File: config.mk
export PLATFORM = sky130hd
export DESIGN_NAME = radix_walker
export DESIGN_NICKNAME = d
export VERILOG_FILES = /design/src/rtl/rw_pkg.sv /design/src/rtl/rw_root_decode.sv /design/src/rtl/rw_level_decode.sv /design/src/rtl/rw_addr_calc.sv /design/src/rtl/radix_walker.sv
export SDC_FILE = /design/constraint.sdc
export NUM_CORES = 1
export LEC_CHECK = 0
export BUFFER_PORTS_ARGS = -buffer_cell sky130_fd_sc_hd__buf_4
export CAP_MARGIN = 10
export CORE_MARGIN = 8
export CORE_UTILIZATION = 55
export CTS_CLUSTER_SIZE = 25
export DETAILED_ROUTE_END_ITERATION = 7
export PLACE_DENSITY = 0.87
export SLEW_MARGIN = 10
export SYNTH_ARGS = -nofsm -noshare
export SYNTH_HDL_FRONTEND = slang
export SYNTH_SLANG_ARGS = --single-unit
File: constraint.sdc
create_clock -name clk -period 10.62 [get_ports clk]
set_input_delay 1.062 -clock clk [delete_from_list [all_inputs] [get_ports clk]]
set_output_delay 1.062 -clock clk [all_outputs]
set_load 0.1 [all_outputs]
File: src/rtl/rw_pkg.sv
package rw_pkg;

  localparam int unsigned VA_W    = 64;
  localparam int unsigned PID_W   = 32;
  localparam int unsigned SHIFT_W = 6;
  localparam int unsigned SIZE_W  = 5;
  localparam int unsigned ERR_W   = 3;
  localparam int unsigned SEG_GAP = 19;

  localparam logic [ERR_W-1:0] ERR_NONE = 3'b000;
  localparam logic [ERR_W-1:0] ERR_INV  = 3'b001;
  localparam logic [ERR_W-1:0] ERR_SEG  = 3'b010;
  localparam logic [ERR_W-1:0] ERR_BAD  = 3'b100;

  typedef enum logic [2:0] {
    ST_IDLE     = 3'd0,
    ST_PRT_REQ  = 3'd1,
    ST_PRT_WAIT = 3'd2,
    ST_ROOT_CHK = 3'd3,
    ST_LVL_REQ  = 3'd4,
    ST_LVL_WAIT = 3'd5,
    ST_FINISH   = 3'd6
  } walk_state_e;

  // mask with the n low bits set, saturating at 64
  function automatic logic [63:0] low_mask(input logic [6:0] n);
    logic [63:0] m;
    for (int i = 0; i < 64; i++) begin
      m[i] = (i < int'(n));
    end
    return m;
  endfunction

endpackage

File: src/rtl/rw_root_decode.sv
module rw_root_decode
  import rw_pkg::*;
#(
  parameter int unsigned IDX_MIN = 5,
  parameter int unsigned IDX_MAX = 16
) (
  input  logic [63:0]        prte,
  input  logic [VA_W-1:0]    va,
  output logic               seg_err,
  output logic               bad_tree,
  output logic [SHIFT_W-1:0] init_shift,
  output logic [55:0]        root_base,
  output logic [SIZE_W-1:0]  root_size
);

  logic [SIZE_W-1:0]  tree_size;
  logic [SHIFT_W-1:0] limit;
  logic [63:0]        tmask;
  logic [30:0]        outside;
  logic               unused_prte;

  assign tree_size = {prte[7:5], prte[62:61]};
  assign limit     = {1'b0, tree_size} + SHIFT_W'(SEG_GAP);
  assign root_size = prte[4:0];
  assign root_base = {prte[55:8], 8'h00};

  always_comb begin
    tmask   = low_mask({2'b00, tree_size});
    outside = va[61:31] & ~tmask[30:0];
    seg_err = (va[63] != va[62]) || (|outside);
  end

  assign bad_tree   = (int'(root_size) < int'(IDX_MIN)) ||
                      (int'(root_size) > int'(IDX_MAX)) ||
                      ({1'b0, root_size} > limit);
  assign init_shift = limit - {1'b0, root_size};

  assign unused_prte = ^{prte[63], prte[60:56], tmask[63:31], va[30:0]};

endmodule

File: src/rtl/rw_level_decode.sv
module rw_level_decode
  import rw_pkg::*;
#(
  parameter int unsigned IDX_MIN = 5,
  parameter int unsigned IDX_MAX = 16
) (
  input  logic [63:0]        entry,
  input  logic [SHIFT_W-1:0] shift,
  output logic               ent_valid,
  output logic               ent_leaf,
  output logic               size_bad,
  output logic [SHIFT_W-1:0] next_shift,
  output logic [55:0]        next_base,
  output logic [SIZE_W-1:0]  next_size
);

  logic unused_entry;

  assign ent_valid  = entry[63];
  assign ent_leaf   = entry[62];
  assign next_size  = entry[4:0];
  assign next_base  = {entry[55:8], 8'h00};
  assign size_bad   = (int'(next_size) < int'(IDX_MIN)) ||
                      (int'(next_size) > int'(IDX_MAX)) ||
                      ({1'b0, next_size} > shift);
  assign next_shift = shift - {1'b0, next_size};

  assign unused_entry = ^{entry[61:56], entry[7:5]};

endmodule

File: src/rtl/rw_addr_calc.sv
module rw_addr_calc
  import rw_pkg::*;
(
  input  logic [VA_W-1:0]    va,
  input  logic [PID_W-1:0]   pid,
  input  logic [63:0]        ptbase,
  input  logic [55:0]        lvl_base,
  input  logic [SIZE_W-1:0]  lvl_size,
  input  logic [SHIFT_W-1:0] shift,
  input  logic [63:0]        leaf,
  output logic [63:0]        prt_addr,
  output logic [63:0]        lvl_addr,
  output logic [63:0]        real_addr
);

  logic [PID_W-1:0] epid;
  logic [63:0]      pmask;
  logic [63:0]      imask;
  logic [63:0]      fmask;
  logic [49:0]      va_pg;
  logic [49:0]      va_sh;
  logic [15:0]      idx;
  logic             unused_calc;

  assign epid  = va[63] ? '0 : pid;
  assign va_pg = va[61:12];
  assign va_sh = va_pg >> shift;
  assign idx   = va_sh[15:0];

  always_comb begin
    pmask = low_mask({2'b00, ptbase[4:0]});
    imask = low_mask({2'b00, lvl_size});
    fmask = low_mask({1'b0, shift});
  end

  // 16-byte process-table slots
  assign prt_addr = {8'h00, ptbase[55:36],
                     (ptbase[35:12] & ~pmask[23:0]) | (epid[31:8] & pmask[23:0]),
                     epid[7:0], 4'h0};

  // 8-byte directory slots
  assign lvl_addr = {8'h00, lvl_base[55:19],
                     (lvl_base[18:3] & ~imask[15:0]) | (idx & imask[15:0]),
                     3'b000};

  assign real_addr = {8'h00,
                      (leaf[55:12] & ~fmask[43:0]) | (va[55:12] & fmask[43:0]),
                      leaf[11:0]};

  assign unused_calc = ^{ptbase[63:56], ptbase[11:5], lvl_base[2:0], leaf[63:56],
                         pmask[63:24], imask[63:16], fmask[63:44], va_sh[49:16]};

endmodule

File: src/rtl/radix_walker.sv
module radix_walker
  import rw_pkg::*;
#(
  parameter int unsigned IDX_MIN = 5,
  parameter int unsigned IDX_MAX = 16
) (
  input  logic              clk,
  input  logic              rst_n,
  input  logic              req_valid,
  output logic              req_ready,
  input  logic [VA_W-1:0]   req_va,
  input  logic [PID_W-1:0]  req_pid,
  input  logic [63:0]       req_ptbase,
  output logic              mem_req,
  output logic [63:0]       mem_addr,
  input  logic              mem_rvalid,
  input  logic [63:0]       mem_rdata,
  output logic              done,
  output logic [ERR_W-1:0]  walk_err,
  output logic [63:0]       real_addr,
  output logic [63:0]       leaf_entry
);

  walk_state_e        state_q, state_d;
  logic [VA_W-1:0]    va_q;
  logic [PID_W-1:0]   pid_q;
  logic [63:0]        ptbase_q;
  logic [SHIFT_W-1:0] shift_q, shift_d;
  logic [SIZE_W-1:0]  size_q, size_d;
  logic [55:0]        base_q, base_d;
  logic [63:0]        entry_q;
  logic [ERR_W-1:0]   err_q, err_d;

  logic ld_req, ld_walk, ld_entry, ld_err;

  logic               r_seg, r_bad;
  logic [SHIFT_W-1:0] r_shift;
  logic [55:0]        r_base;
  logic [SIZE_W-1:0]  r_size;

  logic               l_valid, l_leaf, l_bad;
  logic [SHIFT_W-1:0] l_shift;
  logic [55:0]        l_base;
  logic [SIZE_W-1:0]  l_size;

  logic [63:0] prt_addr, lvl_addr;

  rw_root_decode #(.IDX_MIN(IDX_MIN), .IDX_MAX(IDX_MAX)) root_i (
    .prte       (entry_q),
    .va         (va_q),
    .seg_err    (r_seg),
    .bad_tree   (r_bad),
    .init_shift (r_shift),
    .root_base  (r_base),
    .root_size  (r_size)
  );

  rw_level_decode #(.IDX_MIN(IDX_MIN), .IDX_MAX(IDX_MAX)) level_i (
    .entry      (mem_rdata),
    .shift      (shift_q),
    .ent_valid  (l_valid),
    .ent_leaf   (l_leaf),
    .size_bad   (l_bad),
    .next_shift (l_shift),
    .next_base  (l_base),
    .next_size  (l_size)
  );

  rw_addr_calc calc_i (
    .va        (va_q),
    .pid       (pid_q),
    .ptbase    (ptbase_q),
    .lvl_base  (base_q),
    .lvl_size  (size_q),
    .shift     (shift_q),
    .leaf      (entry_q),
    .prt_addr  (prt_addr),
    .lvl_addr  (lvl_addr),
    .real_addr (real_addr)
  );

  // next-state process
  always_comb begin
    state_d  = state_q;
    shift_d  = shift_q;
    size_d   = size_q;
    base_d   = base_q;
    err_d    = err_q;
    ld_req   = 1'b0;
    ld_walk  = 1'b0;
    ld_entry = 1'b0;
    ld_err   = 1'b0;
    unique case (state_q)
      ST_IDLE: begin
        if (req_valid) begin
          ld_req  = 1'b1;
          ld_err  = 1'b1;
          err_d   = ERR_NONE;
          state_d = ST_PRT_REQ;
        end
      end
      ST_PRT_REQ:  state_d = ST_PRT_WAIT;
      ST_PRT_WAIT: begin
        if (mem_rvalid) begin
          ld_entry = 1'b1;
          state_d  = ST_ROOT_CHK;
        end
      end
      ST_ROOT_CHK: begin
        if (r_seg) begin
          ld_err  = 1'b1;
          err_d   = ERR_SEG;
          state_d = ST_FINISH;
        end else if (r_bad) begin
          ld_err  = 1'b1;
          err_d   = ERR_BAD;
          state_d = ST_FINISH;
        end else begin
          ld_walk = 1'b1;
          shift_d = r_shift;
          size_d  = r_size;
          base_d  = r_base;
          state_d = ST_LVL_REQ;
        end
      end
      ST_LVL_REQ:  state_d = ST_LVL_WAIT;
      ST_LVL_WAIT: begin
        if (mem_rvalid) begin
          if (!l_valid) begin
            ld_err  = 1'b1;
            err_d   = ERR_INV;
            state_d = ST_FINISH;
          end else if (l_leaf) begin
            ld_entry = 1'b1;
            state_d  = ST_FINISH;
          end else if (l_bad) begin
            ld_err  = 1'b1;
            err_d   = ERR_BAD;
            state_d = ST_FINISH;
          end else begin
            ld_walk = 1'b1;
            shift_d = l_shift;
            size_d  = l_size;
            base_d  = l_base;
            state_d = ST_LVL_REQ;
          end
        end
      end
      ST_FINISH: state_d = ST_IDLE;
      default:   state_d = ST_IDLE;
    endcase
  end

  // register process
  always_ff @(posedge clk or negedge rst_n) begin
    if (!rst_n) begin
      state_q  <= ST_IDLE;
      va_q     <= '0;
      pid_q    <= '0;
      ptbase_q <= '0;
      shift_q  <= '0;
      size_q   <= '0;
      base_q   <= '0;
      entry_q  <= '0;
      err_q    <= ERR_NONE;
    end else begin
      state_q <= state_d;
      if (ld_req) begin
        va_q     <= req_va;
        pid_q    <= req_pid;
        ptbase_q <= req_ptbase;
      end
      if (ld_walk) begin
        shift_q <= shift_d;
        size_q  <= size_d;
        base_q  <= base_d;
      end
      if (ld_entry) entry_q <= mem_rdata;
      if (ld_err)   err_q   <= err_d;
    end
  end

  assign req_ready  = (state_q == ST_IDLE);
  assign done       = (state_q == ST_FINISH);
  assign mem_req    = (state_q == ST_PRT_REQ) || (state_q == ST_LVL_REQ);
  assign mem_addr   = (state_q == ST_PRT_REQ) ? prt_addr : lvl_addr;
  assign walk_err   = err_q;
  assign leaf_entry = entry_q;


  mem_pulse_chk: assert property (@(posedge clk) disable iff (!rst_n)
    mem_req |=> !mem_req);


  done_pulse_chk: assert property (@(posedge clk) disable iff (!rst_n)
    done |=> !done);


  err_onehot_chk: assert property (@(posedge clk) disable iff (!rst_n)
    done |-> $onehot0(walk_err));


  busy_after_accept_chk: assert property (@(posedge clk) disable iff (!rst_n)
    (req_ready && req_valid) |=> !req_ready);


  seg_finish_chk: assert property (@(posedge clk) disable iff (!rst_n)
    (state_q == ST_ROOT_CHK && va_q[63] != va_q[62]) |=> (done && walk_err == ERR_SEG));


  shift_drop_chk: assert property (@(posedge clk) disable iff (!rst_n)
    (state_q == ST_LVL_WAIT && mem_rvalid && mem_rdata[63] && !mem_rdata[62] && !l_bad)
      |=> (shift_q < $past(shift_q)));

endmodule

[Yosys cells after proc, flatten, opt, wreduce, memory -nomap -nowiden]
Cells that the tools add are included.
Storage, ports and cells
  flip-flop bits (word level): 289
  output and inout bits: 198
  input port bits: 228
Cells by class
  eq/ne operators: 18
  bitwise logic cells: 14
  shift operators: 1
  multiplexer cells: 61
  reduce and logical (&&, ||, !) cells: 13
  $lt $le $gt $ge: 121
  add/sub/neg operators: 3
Operator list (number)
  56-bit two-way mux: 7
  4-bit by 5-bit < comparator with 1-bit output (first input constant): 24
  5-bit < comparator (first input constant): 23
  56-bit one-hot mux with 2 select lines: 1
  5-bit by 6-bit < comparator with 1-bit output (first input constant): 16
  44-bit AND: 2
  6-bit < comparator (first input constant): 12
  3-bit by 5-bit < comparator with 1-bit output (first input constant): 12
  50-bit by 6-bit >> shifter with 16-bit output: 1
  24-bit AND: 2
  4-bit by 6-bit < comparator with 1-bit output (first input constant): 8
  44-bit inverter: 1
  44-bit bitwise OR: 1
  6-bit two-way mux: 6
  16-bit AND: 2
  32-bit two-way mux: 1
  31-bit AND: 1
  31-bit inverter: 1
  31-bit OR reduction: 1
  1-bit by 5-bit < comparator with 1-bit output (first input constant): 6
  2-bit by 5-bit < comparator with 1-bit output (first input constant): 6
  3-bit two-way mux: 10
  5-bit two-way mux: 6
  3-bit by 6-bit < comparator with 1-bit output (first input constant): 4
  32 further kinds: 77

[Longest topological paths before layout]
Gate-level depths: netlist (run 1).
  depth in word-level cells: 9
  mapped depth: 15
  mapped depth without buffers: 11

[By module]
From an unflattened synthesis (run 1), not the netlist that was laid out.
Unflattened totals
  cell total of the unflattened synthesis: 1803
  area, all modules: 19288.5 um^2
By module, submodules not included
  radix_walker: cells each 896, times used 1, area each 12448.2 um^2, sequential area each 7432.1 um^2
  rw_addr_calc: cells each 626, times used 1, area each 4889.7 um^2, sequential area each 0.0 um^2
  rw_root_decode: cells each 175, times used 1, area each 1187.4 um^2, sequential area each 0.0 um^2
  rw_level_decode: cells each 106, times used 1, area each 763.2 um^2, sequential area each 0.0 um^2

[Least setup slack after synthesis (run 1)]
No wires, ideal clock.
  path kind: register to output
  from: reg shift_q[2]
  to: out mem_addr[7]
  arrival: 4.151 ns
  cell stages (with the launch flop): 9
  slack: 5.407 ns
  cells stage by stage: dfrtp_1 > clkbuf_1 > inv_2 > buf_1 > buf_1 > mux2i_1 > o22ai_1 > nor3_1 > o31ai_1
Between the ends
  longest elaborated chain between the ends: 4
RTL lines
  from (decl): line radix_walker.sv:28  | logic [SHIFT_W-1:0] shift_q, shift_d;
  from (signal assigned): line radix_walker.sv:174  | shift_q <= shift_d;
  50-bit by 6-bit >> shifter with 16-bit output: line rw_addr_calc.sv:27  | assign va_sh = va_pg >> shift;
  16-bit AND: line rw_addr_calc.sv:43  | (lvl_base[18:3] & ~imask[15:0]) | (idx & imask[15:0]),
  16-bit bitwise OR: line rw_addr_calc.sv:43
  56-bit two-way mux: line radix_walker.sv:186  | assign mem_addr = (state_q == ST_PRT_REQ) ? prt_addr : lvl_addr;
  to (decl): line radix_walker.sv:15  | output logic [63:0] mem_addr,
Every way passes these cells.

[Final worst setup path (run 1)]
  from: reg shift_q[3]
  to: out mem_addr[9]
Same word-level chain as after synthesis.

==> results of run 1 <==
==> state kept, by name, summed over array words and instances (netlist names) <==
name	cells
leaf_entry	64
va_q	52
ptbase_q	49
base_q	48
pid_q	32
shift_q	6
size_q	5
state_q	3
walk_err	3
==> cells by family after synthesis <==
kind of cell | count (synthesis) | share of synthesized area, %
AOI/OAI and AO/OA | 278 | 10.7
xor gates and xnor gates | 10 | 0.536
adders and majority gates | 15 | 1.21
buffers and inverters | 183 | 5.17
DFF | 262 | 40.1
muxes | 391 | 28.8
other | 1 | 0.0229
and+or+nand+nor | 499 | 13.4
==> cell type report <==
type	instances	share of cell area (%)
Clock inverter	11	0.651
Tap cell	390	2.42
Sequential cell	262	32.5
Antenna cell	1	0.0124
Clock buffer	42	4.18
Inverter	37	0.688
Timing Repair Buffer	395	14.8
Multi-Input combinational cell	1212	44.8
==> layout by cell type (no fill, tap or decap), types with 14 or more instances in the layout <==
cell,count
nand2_1,318
a21oi_1,69
nor2b_1,14
nor3_1,16
nand3_1,17
nor2_1,57
buf_4,393
a31oi_1,20
dfrtp_1,260
inv_1,35
nor3b_1,18
mux4_2,34
o21ai_0,87
clkbuf_16,29
conb_1,19
mux2i_1,71
mux2_2,282
==> cells in the mapped netlist, types with 9 or more instances <==
library cell / number
buf_1: 14
ha_1: 11
o21ai_0: 87
mux4_2: 34
o211ai_1: 12
a21oi_1: 69
nor2_1: 57
a21o_1: 9
mux2i_1: 71
nor3_1: 18
buf_4: 33
buf_2: 15
dfrtp_1: 262
mux2_2: 282
nand3_1: 17
a31oi_1: 20
clkbuf_1: 82
nor3b_1: 18
o22ai_1: 12
nand2_1: 318
inv_1: 35
and2_1: 10
nor2b_1: 15
==> per-layer routing <==
layer | share of wire [%] | global-route usage [%] | wire (um)
met5 | 0 | 0 | 0
met4 | 4.9 | 14.6 | 3030
met3 | 10 | 8.21 | 6180
met2 | 48 | 55.2 | 29300
met1 | 37 | 40.6 | 22700
==> worst reg2reg max path, cell delays in order (launching register included) <==
cell,delay [ns]
dfrtp_2,0.38
buf_4,0.32
inv_1,0.79
ha_1,0.31
inv_1,0.05
fa_1,0.41
a21o_1,0.18
a21oi_1,0.24
o21ai_0,0.16
nand2_1,0.12
nor3_1,0.08
nor2_4,0.31
buf_4,0.69
mux2_2,0.54
==> path summary, 6_finish.rpt <==
check | endpoint | slack [ns] | cells after the start
max | mem_addr[9] | 5.40 | 8
min | ptbase_q[19]$_DFFE_PN0P_ | 0.49 | 1
max reg2reg | base_q[9]$_DFFE_PN0P_ | 5.88 | 13
min reg2reg | pid_q[14]$_DFFE_PN0P_ | 0.50 | 1
max in group asynchronous | shift_q[0]$_DFFE_PN0P_ | 8.67 | 2
min in group clk | pid_q[14]$_DFFE_PN0P_ | 0.50 | 1
==> metrics by stage <==
stage	hold slack, ns	util [%]
after floorplan	0.472	-
final	0.490	68.5
after global routing	0.511	68.5
after CTS	0.503	68.5
after detailed placement	0.488	65.1
after global placement	0.482	65.1
==> flow_summary.json, run 1 <==
{
  "cts_hold_buf": 0,
  "cts_sinks": 262,
  "final_cells": 2350,
  "grt_start_max_net_pins": 163,
  "rr_startpoint": "shift_q[0]$_DFFE_PN0P_",
  "syn_area_mm2": 0.0163,
  "worst-path-buf-inv": 3,
  "cts.path.max_buffers": 3,
  "overflow": 0,
  "place_inst": 2296,
  "route.detailed.drc": 0,
  "setup_viol_count_final": 0,
  "ys.warnings.count": 0,
  "postLayoutCellArea_mm2": 0.0202,
  "worstPathRequired_ns": 9.56,
  "drive_above_1_share_pct": 40.0,
  "avgRoutedWirePerCell_um": 26.1,
  "globalplace.congestion": 0.982,
  "dr_total_vias": 14900,
  "finClkSkew_ns": 0.0180,
  "synth.largest_area_cell": "dfrtp_1",
  "worstPathCellList": "buf_4 -> clkinv_1 -> nor3_1 -> nand2_1 -> o211ai_1 -> a211oi_1 -> o21ai_0 -> buf_4",
  "grt_pass1_vias": 15000,
  "slew_violations": 0,
  "finalCritPeriodShare_pct": 49.2,
  "syn_avg_cell_area_um2": 9.97,
  "postCtsSetupRepairBufs": 0,
  "cts_tree": "yes",
  "worst_pin_slew_ns": 1.05,
  "grt_pass1_wl_mm": 92.2,
  "critPathKind": "reg2out",
  "max_freq_mhz": 192,
  "cp_max_fo": 49,
  "finalHoldViolations": 0,
  "dieArea_mm2": 0.0355,
  "slew_headroom_pct": 29.7,
  "drtAntennaViolNets": 0,
  "clock_latency_ns": 0.58,
  "maxCapViolCount": 0,
  "crit_start": "shift_q[3]$_DFFE_PN0P_",
  "grtUsageTotal_pct": 33.2,
  "cp.arrival_ns": 4.16,
  "die_h_um": 188,
  "drt-vias-per-instance": 6.33,
  "cp-end-kind": "output port",
  "syn_inst": 1639,
  "area_growth_pct": 23.5,
  "fillers": 2207,
  "port-buffer-count": 379,
  "cpPeakStageDelay_ns": 0.94,
  "cp_top_family": "buffers and inverters",
  "cts-root-buf": "clkbuf_16",
  "synth.top_cells.by_area": "dfrtp_1 (40%), mux2_2 (19%), nand2_1 (7.3%)",
  "clkTransAtPathRegs_ns": 0.06,
  "multi_input_area_mm2": 0.00903,
  "rsz0062_at_grt": "no",
  "rows": 63,
  "htree_levels": 1,
  "place_hpwl_mm": 44.6,
  "synth_ff_type": "dfrtp_1",
  "cp-start-kind": "register",
  "ios": 426,
  "core_mm2": 0.0295,
  "drt_wl_total_mm": 61.3,
  "finalSetupTns_ns": 0,
  "fin_crit_ns": 5.22,
  "ys_ff_latch": 262,
  "cts-resized-gates": 0,
  "nets": 2178,
  "ys_seq_area_share_pct": 40.1,
  "detail_route.first_pass.iterations": 6,
  "status": "finished clean",
  "seqCellArea_mm2": 0.00656,
  "post-place-ws_ns": 6.02,
  "die_w_um": 188,
  "crit_top_cell": "buf_4",
  "start_util_pct": 55.4,
  "timing.final.ws_setup_ns": 5.40,
  "grt_antenna_before_repair": 3,
  "worst_hold_path_type": "in2async",
  "place_area_mm2": 0.0192,
  "async_reset_ff_share_pct": 100,
  "synth_edf_count": 0,
  "cts_buffers": 29,
  "synth_top_area_share_pct": 40.1,
  "drt_iter0_drc": 1612,
  "synth_cell_types": 76,
  "crit_path_top_delay_cell": "nor3_1"
}
Power of run 1 is left out: the tool's default activity adds up to more than one toggle a clock period on the data nets, which glitch-free logic cannot reach.
==> run 2, diff against run 1 <==
- ABC_AREA: not set -> 1
- CORE_UTILIZATION: 55 -> 49
- PLACE_DENSITY: 0.87 -> 0.82
- clock period: 10.62 -> 4.6 ns (I/O delays scaled with it)
==> run 2 against run 1 <==
Clock-buffer cell count increased by 4. Synthesized cell count increased by 48%. Cell area about the same. Cell count increased by 35%. The run now ends with hold timing left. Clock skew decreased by 0.0062 ns. First-iteration DRC count decreased by 6.5%. Sequential cell count unchanged.
==> flow_summary.json, run 2 <==
{
  "status": "complete, but fails checks",
  "violations": "hold timing",
  "core_mm2": 0.0326,
  "rows": 66,
  "cts_sinks": 262,
  "timing.final.ws_setup_ns": 0.510,
  "maxCapViolCount": 0,
  "cts.path.max_buffers": 3,
  "worstPathRequired_ns": 4.14,
  "grt_antenna_before_repair": 0,
  "grt_pass1_vias": 17200,
  "dieArea_mm2": 0.0393,
  "slew_headroom_pct": 35.8,
  "place_inst": 3129,
  "final_cell_mix": "nand2_1 (873), o21ai_0 (431), buf_4 (409)",
  "clock_latency_ns": 0.57,
  "synth_most_common_cell": "nand2_1",
  "worst-path-buf-inv": 4,
  "cts-root-buf": "clkbuf_16",
  "drtAntennaViolNets": 0,
  "largest_reg_flops": 64,
  "route.detailed.drc": 0,
  "synth_ff_type": "dfrtp_1",
  "port-buffer-count": 379,
  "die_h_um": 198,
  "cpPeakStageDelay_ns": 0.81,
  "start_util_pct": 49.9,
  "finalCritPeriodShare_pct": 88.9,
  "synth.largest_area_cell": "dfrtp_1",
  "cts_tree": "yes",
  "setup_viol_count_final": 0,
  "slew_violations": 0,
  "finalHoldViolations": 24,
  "async_reset_ff_share_pct": 100,
  "place_hpwl_mm": 47.5,
  "dr_total_vias": 17700,
  "final_cells": 3180,
  "syn_inst": 2425,
  "post-place-ws_ns": 0.990,
  "ys_ff_latch": 262,
  "seqCellArea_mm2": 0.00656,
  "worst_pin_slew_ns": 0.963,
  "synth_top_area_share_pct": 40.3,
  "worstPathCellList": "buf_4 -> buf_4 -> nand2_1 -> inv_1 -> o21ai_0 -> o21ai_0 -> buf_4",
  "synth.top_cells.by_area": "dfrtp_1 (40%), nand2_1 (20%), o21ai_0 (13%)",
  "cts-resized-gates": 0,
  "multi_input_area_mm2": 0.00808,
  "fin_crit_ns": 4.09,
  "drt_iter0_drc": 1508,
  "cts_buffers": 29,
  "synth_cell_types": 47,
  "clkTransAtPathRegs_ns": 0.06,
  "rsz0062_at_grt": "no",
  "cp.arrival_ns": 3.63,
  "postCtsSetupRepairBufs": 0,
  "cp-end-kind": "output port",
  "synth_edf_count": 0,
  "crit_top_cell": "buf_4",
  "ys.warnings.count": 0,
  "die_w_um": 198,
  "grt_start_max_net_pins": 121,
  "ys_top_cells_by_count": "nand2_1 (873), o21ai_0 (431), dfrtp_1 (262)",
  "crit_path_top_delay_cell": "dfrtp_2",
  "ys_seq_area_share_pct": 40.3,
  "critPathKind": "reg2out",
  "cp_max_fo": 46,
  "finClkSkew_ns": 0.0118,
  "cp_top_family": "buffers and inverters",
  "worst_hold_path_type": "in2async",
  "grtUsageTotal_pct": 30.8,
  "nets": 2959,
  "syn_area_mm2": 0.0163,
  "n_antenna_cell": 0,
  "max_freq_mhz": 244,
  "ios": 426,
  "syn_avg_cell_area_um2": 6.71,
  "final_common_cell": "nand2_1",
  "post-route-util_pct": 61.8,
  "cts_hold_buf": 0,
  "grt_pass1_wl_mm": 95.9,
  "hold_ws_ns": -0.0211,
  "drt_wl_total_mm": 63.0,
  "globalplace.congestion": 0.964,
  "htree_levels": 1,
  "avgRoutedWirePerCell_um": 19.8,
  "cp-start-kind": "register",
  "drive_above_1_share_pct": 18.2,
  "area_growth_pct": 24.0,
  "detail_route.first_pass.iterations": 6,
  "finalSetupTns_ns": 0,
  "fillers": 3046,
  "overflow": 0,
  "drt-vias-per-instance": 5.56
}
==> run 2: cell types whose count changed after synthesis, sizes merged, moves of 15 or more <==
cell / before / now
a21oi: 69 / 42
nand3: 17 / 208
mux2i: 71 / 8
o21ai: 87 / 442
nor2: 58 / 93
nor3b: 18 / 0
inv: 36 / 230
mux2: 286 / 6
buf: 64 / 97
nand2: 319 / 875
nor2b: 15 / 0
mux4: 34 / 0
==> run 2: metal layers <==
layer | up-vias | GRT usage [%] | part of all wire, %
li1 | 8352 | - | -
met1 | 8324 | 41.4 | 41
met2 | 872 | 49.8 | 46
met3 | 123 | 5.30 | 9.4
met4 | 0 | 10.2 | 3.4
met5 | - | 0 | 0
==> run 2: final cells by class <==
| cell class | count | share of cell area (%) |
|---|---|---|
| Multi-Input combinational cell | 1780 | 40.1 |
| Sequential cell | 262 | 32.5 |
| Timing Repair Buffer | 412 | 15.5 |
| Clock buffer | 46 | 4.46 |
| Inverter | 233 | 4.36 |
| Tap cell | 442 | 2.74 |
| Clock inverter | 5 | 0.354 |
==> run 2: worst register-to-register path, cell delays in order (launching register included) <==
cell,delay (ns)
dfrtp_1,0.72
inv_1,0.14
ha_1,0.25
xnor2_1,0.18
ha_1,0.41
nand2_1,0.06
o21ai_0,0.21
nand2_1,0.11
nand3_1,0.09
nand2_1,0.07
inv_1,0.14
nand4_4,0.51
buf_4,0.47
nand3_1,0.15
nand2_1,0.07
==> run 2: cells by family (layout without fill, tap and decap cells) <==
logic type | Yosys count | count (layout) | synth area share (%)
and+or+nand+nor | 1202 | 1202 | 30.0
AOI/OAI and AO/OA | 528 | 528 | 16.8
buffers and inverters | 401 | 696 | 10.7
DFF | 262 | 262 | 40.3
muxes | 14 | 14 | 0.907
adders and majority gates | 13 | 13 | 1.09
xor gates and xnor gates | 4 | 4 | 0.215
other | 1 | 19 | 0.0230
==> run 2: metrics by stage <==
step | cell area (um^2) | hold WS [ns]
2_1_floorplan | 16300 | 0.164
3_5_place_dp | 19200 | 0.465
3_3_place_gp | 19200 | 0.459
6_report | 20200 | -0.0211
4_1_cts | 20200 | 0.0281
5_1_grt | 20200 | 0.0760
==> run 2: final timing paths <==
path                                                  from                   endpoint  slack (ns)  depth (start not counted)
worst max-delay path                shift_q[0]$_DFFE_PN0P_              real_addr[22]        0.51                          7
worst min-delay path                                 rst_n      pid_q[22]$_DFFE_PN0P_       -0.02                          1
worst max register to register  leaf_entry[61]$_DFFE_PN0P_     base_q[12]$_DFFE_PN0P_        0.91                         14
worst min register to register    ptbase_q[12]$_DFFE_PN0P_   ptbase_q[12]$_DFFE_PN0P_        0.48                          2
max in group asynchronous                            rst_n  leaf_entry[6]$_DFFE_PN0P_        3.48                          2
min in group clk                               req_pid[29]      pid_q[29]$_DFFE_PN0P_        0.09                          3
Power of run 2 is left out for the same reason.
==> run 3, diff against run 2 <==
- ABC_AREA: 1 -> not set
==> run 3 against run 2 <==
The flow now finishes without violations. Maximum frequency down 9.7%. Sequential share of layout area down 0.52 points. Cell count shrank 24%. Critical path depth is 1 higher. First-iteration DRC count shrank 20%. Worst hold slack improved by 0.084 ns. Via count down 18%. Clock skew increased by 0.047 ns. Sequential cell count unchanged. Non-clock buffer count is 4 higher. Critical path type unchanged. Largest cell class unchanged.
==> flow_summary.json, run 3 (synthesis results as in run 1) <==
{
  "status": "finished clean",
  "cp_max_fo": 30,
  "dieArea_mm2": 0.0394,
  "htree_levels": 1,
  "drt_iter0_drc": 1209,
  "hold_ws_ns": 0.0627,
  "nets": 2200,
  "ios": 426,
  "detail_route.first_pass.iterations": 5,
  "cp.arrival_ns": 4.07,
  "rsz0062_at_grt": "no",
  "finClkSkew_ns": 0.0589,
  "drt_wl_total_mm": 61.7,
  "fin_crit_ns": 4.53,
  "area_growth_pct": 25.4,
  "rows": 67,
  "worst-path-buf-inv": 1,
  "die_h_um": 199,
  "slew_headroom_pct": 34.4,
  "worstPathCellList": "mux2i_1 -> mux2_2 -> mux2i_1 -> o21ai_0 -> a2111oi_0 -> a31oi_1 -> o21ai_0 -> buf_4",
  "drtAntennaViolNets": 0,
  "drt-vias-per-instance": 5.97,
  "cts_buffers": 30,
  "cts_sinks": 262,
  "grt_start_max_net_pins": 94,
  "cts-resized-gates": 0,
  "setup_viol_count_final": 0,
  "dr_total_vias": 14500,
  "place_hpwl_mm": 46.9,
  "largest_reg_flops": 64,
  "overflow": 0,
  "grt_pass1_wl_mm": 91.1,
  "fillers": 2727,
  "die_w_um": 199,
  "slew_violations": 0,
  "avgRoutedWirePerCell_um": 25.4,
  "cts.path.max_buffers": 3,
  "crit_path_top_delay_cell": "a2111oi_0",
  "drive_above_1_share_pct": 40.7,
  "cts_hold_buf": 1,
  "port-buffer-count": 379,
  "max_freq_mhz": 221,
  "core_mm2": 0.0332,
  "cp-end-kind": "output port",
  "cpPeakStageDelay_ns": 0.89,
  "cp-start-kind": "register",
  "final_common_cell": "buf_4",
  "cts-root-buf": "clkbuf_16",
  "globalplace.congestion": 0.987,
  "finalHoldViolations": 0,
  "critPathKind": "reg2out",
  "final_cell_mix": "buf_4 (409), nand2_1 (318), mux2_2 (282)",
  "postCtsSetupRepairBufs": 0,
  "grt_pass1_vias": 14700,
  "clock_latency_ns": 0.61,
  "cts_tree": "yes",
  "worst_hold_path_type": "in2reg",
  "grtUsageTotal_pct": 30.2,
  "finalCritPeriodShare_pct": 98.5,
  "start_util_pct": 49.2,
  "route.detailed.drc": 0,
  "grt_antenna_before_repair": 2,
  "worstPathRequired_ns": 4.14,
  "finalSetupTns_ns": 0,
  "worst_pin_slew_ns": 0.959,
  "maxCapViolCount": 0,
  "clkTransAtPathRegs_ns": 0.06,
  "cp_top_family": "compound AO/OA/AOI/OAI gates"
}
-- run 3: cell count changes in the layout (fill, tap and decap cells not counted), moves of 14 or more --
| cell | previous run | this run |
|---|---|---|
| nor2b_1 | 0 | 14 |
| nor2_1 | 85 | 57 |
| inv_1 | 218 | 35 |
| o21ai_0 | 431 | 87 |
| a21oi_1 | 41 | 69 |
| nand3_1 | 206 | 17 |
| nand2_1 | 873 | 318 |
| mux2i_1 | 8 | 71 |
| nor3b_1 | 0 | 18 |
| mux2_2 | 6 | 282 |
| mux4_2 | 0 | 34 |
-- run 3: per-stage QoR --
step                      util (%)  cell area [um^2]  setup WS (ns)  instances
after floorplan                  -             16400        0.00912       1657
after global placement        58.7             19500          0.850       2374
after detailed placement      58.7             19500          0.807       2374
after CTS                     61.7             20500          0.194       2430
after global routing          61.7             20500        0.00882       2431
final                         61.7             20500         0.0707       2431
-- run 3: path summary, 6_finish.rpt --
kind,startpoint,to,slack (ns),cells past startpoint
worst max-delay path,shift_q[1]$_DFFE_PN0P_,mem_addr[6],0.07,8
worst min-delay path,req_ptbase[3],ptbase_q[3]$_DFFE_PN0P_,0.06,3
worst max register to register,leaf_entry[61]$_DFFE_PN0P_,base_q[10]$_DFFE_PN0P_,0.92,12
worst min register to register,walk_err[2]$_DFFE_PN0P_,walk_err[2]$_DFFE_PN0P_,0.49,1
max in group asynchronous,rst_n,ptbase_q[42]$_DFFE_PN0P_,2.96,3
min in group asynchronous,rst_n,pid_q[15]$_DFFE_PN0P_,0.45,2
-- run 3: area by class of cell --
type | count | area (um^2) | area share, %
multi-input combinational | 1212 | 9040 | 44.1
sequential | 262 | 6560 | 32.0
timing repair buffer | 416 | 3200 | 15.6
clock buffer | 41 | 852 | 4.16
tap | 448 | 561 | 2.73
clock inverter | 14 | 149 | 0.726
inverter | 37 | 139 | 0.678
antenna | 1 | 2.50 | 0.0122
-- run 3: tightest hold or removal path: cells and delay by family --
family,cells,cell delay (ns)
buf+inv,1,0.07
compound gates,1,0.06
simple gates,1,0.04
-- run 3: layer usage --
layer / wire, um / GRT usage [%]
met2: 29100 / 50.2
met4: 2310 / 10.2
met1: 24900 / 38.9
met5: 12 / 0
met3: 5370 / 6.14
Power of run 3 is left out for the same reason.
